===== src/rtl/itv_pkg.sv =====
package itv_pkg;

  typedef enum logic [1:0] {
    CMD_HALT       = 2'b00,
    CMD_LOAD_LONG  = 2'b01,
    CMD_LOAD_SHORT = 2'b10,
    CMD_RUN        = 2'b11
  } itv_cmd_e;

  typedef struct packed {
    logic halt;
    logic load_long;
    logic load_short;
    logic run;
  } itv_dec_t;

  function automatic itv_dec_t itv_decode(input logic [1:0] code);
    itv_dec_t d;
    d.halt       = (code == CMD_HALT);
    d.load_long  = (code == CMD_LOAD_LONG);
    d.load_short = (code == CMD_LOAD_SHORT);
    d.run        = (code == CMD_RUN);
    return d;
  endfunction

endpackage


===== src/rtl/itv_tick_gen.sv =====
module itv_tick_gen #(
  parameter int PRESCALE_DIV = 0
) (
  input  logic clk,
  input  logic rst_n,
  input  logic tick_in,
  output logic tick
);

  generate
    if (PRESCALE_DIV == 0) begin : g_external
      wire unused_clkrst = clk ^ rst_n;
      assign tick = tick_in;
    end else begin : g_divider
      localparam int PW = (PRESCALE_DIV > 1) ? $clog2(PRESCALE_DIV) : 1;
      localparam logic [PW-1:0] LAST = PW'(PRESCALE_DIV - 1);
      logic [PW-1:0] phase_q;
      wire unused_tick_in = tick_in;

      assign tick = (phase_q == LAST);

      always_ff @(posedge clk or negedge rst_n) begin
        if (!rst_n)    phase_q <= '0;
        else if (tick) phase_q <= '0;
        else           phase_q <= phase_q + PW'(1);
      end

      if (PRESCALE_DIV > 1) begin : g_chk
        // divided time units are single-cycle strobes
        a_r9_tick_single: assert property (@(posedge clk) disable iff (!rst_n)
          tick |=> !tick);
      end
    end
  endgenerate

endmodule


===== src/rtl/itv_counter.sv =====
module itv_counter
  import itv_pkg::*;
#(
  parameter int LONG_TICKS  = 30,
  parameter int SHORT_TICKS = 3,
  parameter int CNT_W       = 5
) (
  input  logic             clk,
  input  logic             rst_n,
  input  logic [1:0]       cmd,
  input  logic             tick,
  output logic [CNT_W-1:0] cnt_o,
  output logic             done_o
);

  localparam logic [CNT_W-1:0] LONG_V  = CNT_W'(LONG_TICKS);
  localparam logic [CNT_W-1:0] SHORT_V = CNT_W'(SHORT_TICKS);

  function automatic logic [CNT_W-1:0] count_after_unit(input logic [CNT_W-1:0] c);
    return (c > CNT_W'(1)) ? c - CNT_W'(1) : '0;
  endfunction

  function automatic logic unit_finishes(input logic [CNT_W-1:0] c);
    return (c <= CNT_W'(1));
  endfunction

  itv_dec_t         dec;
  logic [CNT_W-1:0] cnt_q, cnt_d;
  logic             done_q, done_d;
  logic             ev_load, ev_step, ev_expire;

  assign dec       = itv_decode(cmd);
  assign ev_load   = dec.load_long | dec.load_short;
  assign ev_step   = dec.run & tick;
  assign ev_expire = ev_step & unit_finishes(cnt_q);

  always_comb begin
    cnt_d  = cnt_q;
    done_d = done_q;
    if (dec.load_long) begin
      cnt_d  = LONG_V;
      done_d = 1'b0;
    end else if (dec.load_short) begin
      cnt_d  = SHORT_V;
      done_d = 1'b0;
    end else if (ev_step) begin
      cnt_d = count_after_unit(cnt_q);
      if (ev_expire) done_d = 1'b1;
    end
  end

  always_ff @(posedge clk or negedge rst_n) begin
    if (!rst_n) begin
      cnt_q  <= '0;
      done_q <= 1'b0;
    end else begin
      cnt_q  <= cnt_d;
      done_q <= done_d;
    end
  end

  assign cnt_o  = cnt_q;
  assign done_o = done_q;


  a_r2_load_long: assert property (@(posedge clk) disable iff (!rst_n)
    dec.load_long |=> (cnt_q == LONG_V) && !done_q);

  a_r3_load_short: assert property (@(posedge clk) disable iff (!rst_n)
    dec.load_short |=> (cnt_q == SHORT_V) && !done_q);

  a_r4_one_unit: assert property (@(posedge clk) disable iff (!rst_n)
    (ev_step && cnt_q > CNT_W'(1)) |=> (cnt_q == $past(cnt_q) - CNT_W'(1)) && $stable(done_q));

  a_r5_run_idle: assert property (@(posedge clk) disable iff (!rst_n)
    (dec.run && !tick) |=> $stable(cnt_q) && $stable(done_q));

  a_r6_halt_holds: assert property (@(posedge clk) disable iff (!rst_n)
    dec.halt |=> $stable(cnt_q) && $stable(done_q));

  a_r7_sticky: assert property (@(posedge clk) disable iff (!rst_n)
    (done_q && !ev_load) |=> done_q);
  a_r7_zero_while_done: assert property (@(posedge clk) disable iff (!rst_n)
    done_q |-> (cnt_q == '0));

  a_r8_expire_sets: assert property (@(posedge clk) disable iff (!rst_n)
    (ev_step && cnt_q == '0) |=> done_q);

endmodule


===== src/rtl/interval_timer.sv =====
module interval_timer #(
  parameter int LONG_TICKS   = 30,
  parameter int SHORT_TICKS  = 3,
  parameter int PRESCALE_DIV = 0
) (
  input  logic       clk,
  input  logic       rst_n,
  input  logic [1:0] cmd,
  input  logic       tick_in,
  output logic       done
);

  localparam int MAX_TICKS = (LONG_TICKS > SHORT_TICKS) ? LONG_TICKS : SHORT_TICKS;
  localparam int CNT_W     = $clog2(MAX_TICKS + 1);

  logic             unit_tick;
  logic [CNT_W-1:0] count;

  itv_tick_gen #(.PRESCALE_DIV(PRESCALE_DIV)) u_tick (
    .clk     (clk),
    .rst_n   (rst_n),
    .tick_in (tick_in),
    .tick    (unit_tick)
  );

  itv_counter #(
    .LONG_TICKS (LONG_TICKS),
    .SHORT_TICKS(SHORT_TICKS),
    .CNT_W      (CNT_W)
  ) u_cnt (
    .clk    (clk),
    .rst_n  (rst_n),
    .cmd    (cmd),
    .tick   (unit_tick),
    .cnt_o  (count),
    .done_o (done)
  );

  // flag low during reset
  always_comb begin
    if (!rst_n) a_r1_reset_low: assert (done == 1'b0 || $isunknown(done));
  end

  // flag high only with an empty count
  a_r7_done_empty: assert property (@(posedge clk) disable iff (!rst_n)
    done |-> (count == '0));

endmodule


===== config.mk =====
export PLATFORM = sky130hd
export DESIGN_NAME = interval_timer
export DESIGN_NICKNAME = d
export VERILOG_FILES = /design/src/rtl/itv_pkg.sv /design/src/rtl/itv_tick_gen.sv /design/src/rtl/itv_counter.sv /design/src/rtl/interval_timer.sv
export SDC_FILE = /design/constraint.sdc
export NUM_CORES = 1
export LEC_CHECK = 0
export BUFFER_PORTS_ARGS = -buffer_cell sky130_fd_sc_hd__buf_2
export CORE_AREA = 5 5 42 44
export CTS_BUF_LIST = sky130_fd_sc_hd__clkbuf_4 sky130_fd_sc_hd__clkbuf_8
export DETAILED_ROUTE_END_ITERATION = 7
export DIE_AREA = 0 0 47 49
export GPL_ROUTABILITY_DRIVEN = 0
export PLACE_DENSITY = 0.45
export SYNTH_ARGS = -nofsm -noshare
export SYNTH_HDL_FRONTEND = slang
export SYNTH_SLANG_ARGS = --single-unit

===== constraint.sdc =====
create_clock -name clk -period 2.4 [get_ports clk]
set_input_delay 0.12 -clock clk [delete_from_list [all_inputs] [get_ports clk]]
set_output_delay 0.12 -clock clk [all_outputs]
set_load 0.05 [all_outputs]

Word-level counts from Yosys, hierarchy flattened
Index checks and enable logic that the tools add are counted.
{"block": "classes", "bitwise": 2, "muxes": 8, "n_lt_le_gt_ge": 2, "eq_ne": 3, "n_addsub": 1, "reduce_logical": 3}
{"op": "2-to-1 mux 5 bit", "count": 4}
{"op": "nonzero test 3 bit", "count": 2}
{"op": "greater-than comparator 5 x 1 -> 1 bit, second input constant", "count": 1}
{"op": "<= comparator 5 x 1 -> 1 bit, second input constant", "count": 1}
{"op": "subtractor 5 x 1 -> 5 bit, second input constant", "count": 1}
{"op": "== test 2 bit, second input constant", "count": 2}
{"op": "2-to-1 mux 1 bit", "count": 4}
{"op": "bitwise AND 1 bit", "count": 2}
{"op": "== test 2 x 1 -> 1 bit, second input constant", "count": 1}
{"op": "AND reduction 2 bit", "count": 1}
{"block": "totals", "in_bits": 5, "wordCells": 21, "register_bits": 6}

Logic depth before layout (Yosys ltp)
Gate-level depths: netlist of the first run.
{"block": "depth", "depth_word": 7, "depth_mapped": 5}

Cells and area by module
Synthesis of the first run repeated with hierarchy kept, for this count alone.
{"block": "unflattened", "hier_cells": 41, "hier_area_um2": 437.9}
{"mod": "itv_counter", "area_each_um2": 430.4, "cells_each": 40, "seq_area_each_um2": 150.1, "n_inst": 1}
{"mod": "itv_tick_gen", "area_each_um2": 7.5, "cells_each": 1, "seq_area_each_um2": 0.0, "n_inst": 1}

Worst setup path after synthesis of the first run
Ideal clock, no wire load.
{"block": "synth_timing", "path_type": "flip-flop to flip-flop", "startpoint": "register u_cnt.cnt_q[0] (netlist: u_cnt.cnt_o[0])", "endpoint": "register u_cnt.done_q (netlist: u_cnt.done_o)", "setup_slack_ps": 933, "path_stages_with_launch": 5, "t_required_ps": 2272, "arrival_time_ps": 1340, "cell_sequence": "dfrtp_1 -> ha_1 -> o21bai_1 -> a311oi_1 -> mux2_1"}
{"block": "synth_via", "elab_chain_len": 4}
{"item": "from (decl)", "line": "itv_counter.sv:28", "source": "logic [CNT_W-1:0] cnt_q, cnt_d;"}
{"item": "from (signal assigned)", "line": "itv_counter.sv:57", "source": "cnt_q <= cnt_d;"}
{"item": "<= comparator 5 x 1 -> 1 bit", "line": "itv_counter.sv:24", "source": "return (c <= CNT_W'(1));"}
{"item": "bitwise AND 1 bit", "line": "itv_counter.sv:35", "source": "assign ev_expire = ev_step & unit_finishes(cnt_q);"}
{"item": "nonzero test 3 bit (no line)"}
{"item": "AND reduction 2 bit (no line)"}
{"item": "to (signal assigned)", "line": "itv_counter.sv:58", "source": "done_q <= done_d;"}
{"item": "to (decl)", "line": "itv_counter.sv:29", "source": "logic done_q, done_d;"}
No other way between the ends.
A chain may end at the register's enable or synchronous reset.

Final worst setup path of the first run
Same ends and word-level chain as after synthesis.

==> results.yml, run 1 <==
sta:
  final_max_slew_viol_count: 0
  hold_slack_ns: 0.204
  slew_headroom_pct: 69.3
  grt_setup_unrepaired: "no"
  tns_ns: 0
  fin_crit_ns: 1.60
  report.final.setup_viol: 0
  finalCritPeriodShare_pct: 66.7
  tightestPinTransition_ns: 0.449
  fmax_mhz: 625
  finClkSkew_ns: 0.00651
  final_hold_viol_count: 0
layout:
  fin_util_pct: 34.4
  postLayoutCellArea_um2: 482
  nNetsFinal: 61
  multiInputGateArea_um2: 231
  fillCellCount: 152
  drive_above_1_share_pct: 22.4
  seqCellArea_um2: 150
  diodes: 0
  syn2layout_area_growth_pct: 19.2
grt:
  grt_start_max_net_pins: 8
  grt_pass1_wl_mm: 1.55
  grt-ovfl-total: 0
  first_global_vias: 377
  antenna_found_initial: 0
  gr-usage-all-layers_pct: 9.64
power:
  ir_drop_mv: 0.244
  power_uw: 296
  power_leakage_nw: 0.225
  p_per_area_mw_per_mm2: 614
drt:
  drt-met1-wl_um: 412
  first_iter_violations: 7
  remaining_drc_errors: 0
  wl_met2_um: 390
  routed_via_density: 5.34
  totalWireLength_um: 864
  ant_nets: 0
  vias: 347
  top_layer: "met4"
  first_pass_iters: 4
  routedWlPerCell_um: 13.3
  dr_wl_met3_um: 30
synthesis:
  postSynthCellCount: 40
  synth.avg_cell_area_um2: 10.1
  synth_top_cell_by_area: "dfrtp_1"
  synth_area_um2: 404
  ys.warnings.count: 0
  seq_area_frac_synth_pct: 37.2
  syn_nets: 50
  synth_top_area_share_pct: 37.2
  synthTopCellsByArea: "dfrtp_1, ha_1, inv_1"
  synth_seq_cells: 6
  yosys.cell_types.count: 24
setup_path:
  crit_chain: "ha_1, o21bai_1, a311oi_1, mux2_1"
  critPathMaxStageDelay_ns: 0.43
  crit_slowest_cell: "dfrtp_1"
  cp.arrival_ns: 1.74
  critical_path.max_fanout: 6
  required_ns: 2.54
  crit_type: "flip-flop to flip-flop"
  startpoint_type: "flip-flop"
  crit_path_end_kind: "flip-flop"
hold_path:
  hp-class: "input pin to flip-flop"
clocking:
  path_clk_slew_ns: 0.05
  cts_max_level: 1
  cts_setup_buffers: 0
  cts_buffer_depth: 2
  clock_latency_ns: 0.26
  cts_sinks: 6
  cts_tree: "done"
  cts_buffers: 3
  cts-root-buf: "clkbuf_4"
run_status:
  status: "finished clean"
floorplan:
  start_util_pct: 28.8
  core_area_mm2: 0.00140
  num_rows: 14
  io_pins: 6
  dieHeight_um: 49
  die-area_mm2: 0.00230
  die_w_um: 47
place:
  dpl_cell_area_um2: 449
  dpl.hpwl_um: 669
  io_buffers: 5
run:
  cap_violations: 0
[worst paths after layout]
kind                                                 start  depth (start not counted)  slack [ns]                         end
max in group asynchronous                            rst_n                          2        2.02  u_cnt.cnt_o[4]$_DFFE_PN0P_
worst max register to register  u_cnt.cnt_o[0]$_DFFE_PN0P_                          4        0.80    u_cnt.done_o$_DFFE_PN0P_
worst min-delay path                               tick_in                          3        0.20  u_cnt.cnt_o[1]$_DFFE_PN0P_
min in group asynchronous                            rst_n                          2        0.22  u_cnt.cnt_o[0]$_DFFE_PN0P_
worst min register to register    u_cnt.done_o$_DFFE_PN0P_                          1        0.50    u_cnt.done_o$_DFFE_PN0P_
worst max-delay path            u_cnt.cnt_o[0]$_DFFE_PN0P_                          4        0.80    u_cnt.done_o$_DFFE_PN0P_
[where the power goes]
part,internal [mW],switching [mW]
sequential,0.114,0.0152
combinational,0.0264,0.0384
clock,0.0571,0.0443
[cells in the mapped netlist]
cell	number
a311oi_1	1
o311a_1	1
nand3_1	1
o41ai_1	1
a311o_1	1
o31ai_1	1
a211o_2	1
o21bai_1	1
and2_1	2
dfrtp_1	6
a211o_1	1
nor3_1	1
ha_1	5
a2111oi_0	1
a31oi_1	1
nand2_1	1
mux2_1	1
nor3_2	1
nor2_1	1
inv_2	1
inv_1	5
a21oi_1	2
and3_1	1
a211oi_1	2
[state kept, by name, summed over array words and instances, names as in the netlist]
register,cells
u_cnt.done_o,1
u_cnt.cnt_o,5
[layout make-up]
class | count | share of cell area, %
Timing Repair Buffer | 6 | 7.27
Sequential cell | 6 | 31.2
Inverter | 6 | 4.68
Multi-Input combinational cell | 28 | 48.1
Tap cell | 16 | 4.16
Clock buffer | 3 | 4.68
[cells by family after synthesis]
kind of cell | synth area share, %
AOI/OAI and AO/OA | 27.6
adders and majority gates | 15.5
buffers and inverters | 5.57
DFF | 37.2
muxes | 2.79
and+or+nand+nor | 11.5
[worst max-delay path: cells and delay by family, from the launching register on]
| kind | cells | cell delay (ns) |
|---|---|---|
| AO/OA/AOI/OAI | 2 | 0.47 |
| flip-flops | 1 | 0.43 |
| multiplexers | 1 | 0.35 |
| adder cells (fa/ha/maj) | 1 | 0.22 |
[stage by stage]
stage               setup slack, ns  instances
detailed placement            0.831         61
floorplan                     0.933         40
global route                  0.726         65
CTS                           0.812         65
finish                        0.799         65
global placement              0.850         61
[layer usage]
metal / up-vias / GRT usage (%)
met5: - / 0
met4: 0 / 8.29
met3: 3 / 3.32
met2: 7 / 12.9
met1: 165 / 11.7
li1: 172 / -
[layout by cell type (no fill, tap or decap), types with 2 or more instances in the layout]
| cell type | netlist | final |
|---|---|---|
| a211oi_1 | 2 | 2 |
| a21oi_1 | 2 | 2 |
| and2_1 | 2 | 2 |
| buf_2 | 0 | 5 |
| clkbuf_4 | 0 | 3 |
| dfrtp_1 | 6 | 6 |
| ha_1 | 5 | 5 |
| inv_1 | 5 | 5 |
[timing repair]
| action | CTS | global route |
|---|---|---|
| hold buffers | 1 | 0 |
| resized for setup | 0 | 0 |
| hold endpoints to repair | 6 | 0 |
Note: power is estimated with default switching activity, not from simulation.
==> inputs of run 2 (changes only) <==
ABC_AREA = 1   (was default)
PLACE_DENSITY = 0.5   (was 0.45)
clock period = 1.4 ns   (was 2.4 ns; I/O delays follow)
==> results.yml, run 2 <==
clocking:
  clock_latency_ns: 0.25
  cts_buffers: 3
  cts-root-buf: "clkbuf_4"
  cts_sinks: 6
  path_clk_slew_ns: 0.05
  cts_max_level: 1
  cts_hold_buf: 1
  cts_buffer_depth: 2
  cts_tree: "done"
  cts_setup_buffers: 0
  cts-resized-gates: 0
synthesis:
  synth-simple-area-share_pct: 38.3
  synth_seq_cells: 6
  synth_mux_area_share_pct: 0
  syn_nets: 70
  seq_area_frac_synth_pct: 33.3
  yosys.cell_types.count: 16
  postSynthCellCount: 60
  synth-adder-area-share_pct: 13.9
  synth_top_family_by_area: "simple AND/OR/NAND/NOR gates"
  synth_top_cell_by_area: "dfrtp_1"
  synth.most_common_cell: "nand2_1"
  ys.warnings.count: 0
  synth_common_cells: "nand2_1, inv_1, nand3_1"
  synth_area_um2: 450
  synth_top_area_share_pct: 33.3
  synth-compound-area-share_pct: 5.83
  async_reset_ff_share_pct: 100
  synthFlopType: "dfrtp_1"
  synth-edff-count: 0
  synth_xor_area_share_pct: 1.94
  synth.avg_cell_area_um2: 7.51
  synthTopCellsByArea: "dfrtp_1, nand2_1, ha_1"
layout:
  syn2layout_area_growth_pct: 17.2
  fin_util_pct: 37.7
  diodes: 0
  largest_register_ffs: 5
  drive_above_1_share_pct: 23.2
  nNetsFinal: 81
  layout_common_cells: "nand2_1, inv_1, nand3_1, nor2_1, dfrtp_1"
  final_common_cell: "nand2_1"
grt:
  antenna_found_initial: 0
  grt-ovfl-total: 0
  grt_pass1_wl_mm: 1.57
  first_global_vias: 381
  grt_start_max_net_pins: 7
  gr-usage-all-layers_pct: 9.89
floorplan:
  start_util_pct: 32.1
  core_area_mm2: 0.00140
  die_w_um: 47
  io_pins: 6
  die-area_mm2: 0.00230
  num_rows: 14
  dieHeight_um: 49
drt:
  first_pass_iters: 2
  first_iter_violations: 3
  routedWlPerCell_um: 10.1
  routed_via_density: 4.56
  totalWireLength_um: 860
  remaining_drc_errors: 0
  ant_nets: 0
  vias: 388
sta:
  fmax_mhz: 787
  tightestPinTransition_ns: 0.251
  final_hold_viol_count: 0
  slew_headroom_pct: 83.4
  fin_crit_ns: 1.27
  finalCritPeriodShare_pct: 90.8
  final_max_slew_viol_count: 0
  report.final.setup_viol: 0
  finClkSkew_ns: 0.000607
  hold_slack_ns: 0.179
  tns_ns: 0
  grt_setup_unrepaired: "no"
setup_path:
  critical_path.max_fanout: 6
  crit_type: "flip-flop to flip-flop"
  startpoint_type: "flip-flop"
  required_ns: 1.56
  cp.arrival_ns: 1.43
  crit_path_end_kind: "flip-flop"
power:
  power_leakage_nw: 0.294
  ir_drop_mv: 0.445
  p_per_area_mw_per_mm2: 1130
run_status:
  status: "finished clean"
run:
  cap_violations: 0
hold_path:
  hp-class: "input pin to async pin"
place:
  io_buffers: 5
  dpl.hpwl_um: 671
run 2: cell type report:
type                            count  area, um2
Multi-Input combinational cell     46        270
Timing Repair Buffer                6       35.0
Clock buffer                        3       22.5
Inverter                            8       30.0
Sequential cell                     6        150
Fill cell                         152        873
Tap cell                           16       20.0
run 2: kinds of logic after synthesis:
family                   Yosys count
AND/OR/NAND/NOR                   36
buffers and inverters              8
flip-flops                         6
adder cells (fa/ha/maj)            5
AO/OA/AOI/OAI                      4
XOR/XNOR                           1
run 2: power breakdown:
group / switching, mW / internal (mW)
clock network: 0.0702 / 0.0975
registers: 0.0404 / 0.209
logic: 0.113 / 0.0680
total: 0.224 / 0.374
run 2: critical path: stages, from the launching register on:
cell	delay, ns
dfrtp_1	0.39
inv_1	0.08
ha_1	0.17
o21bai_1	0.16
nand2_2	0.14
nand3_1	0.09
a21oi_1	0.16
run 2: path summary, 6_finish.rpt:
| kind | cells past startpoint | end | start | slack, ns |
|---|---|---|---|---|
| setup reg to reg | 6 | u_cnt.cnt_o[4]$_DFFE_PN0P_ | u_cnt.cnt_o[1]$_DFFE_PN0P_ | 0.13 |
| min in group clk | 4 | u_cnt.cnt_o[1]$_DFFE_PN0P_ | tick_in | 0.18 |
| setup / recovery | 6 | u_cnt.cnt_o[4]$_DFFE_PN0P_ | u_cnt.cnt_o[1]$_DFFE_PN0P_ | 0.13 |
| max in group asynchronous | 2 | u_cnt.cnt_o[4]$_DFFE_PN0P_ | rst_n | 1.07 |
| hold / removal | 2 | u_cnt.cnt_o[2]$_DFFE_PN0P_ | rst_n | 0.18 |
| hold reg to reg | 2 | u_cnt.done_o$_DFFE_PN0P_ | u_cnt.done_o$_DFFE_PN0P_ | 0.47 |
run 2: per-stage QoR:
| stage | area (um2) | setup WS, ns | std cells | total power, mW |
|---|---|---|---|---|
| floorplan | 450 | 0.285 | 60 | 0.387 |
| global placement | 495 | 0.118 | 81 | 0.434 |
| detailed placement | 495 | 0.146 | 81 | 0.433 |
| CTS | 528 | 0.136 | 85 | 0.604 |
| global route | 528 | 0.0133 | 85 | 0.645 |
| finish | 528 | 0.129 | 85 | 0.598 |
run 2: per-layer routing:
layer,GRT usage (%),vias up,share of wire (%)
met5,0,-,0
met4,12.9,0,5.0
met3,1.48,4,2.1
met2,12.2,7,45
met1,12.0,171,47
li1,-,206,-
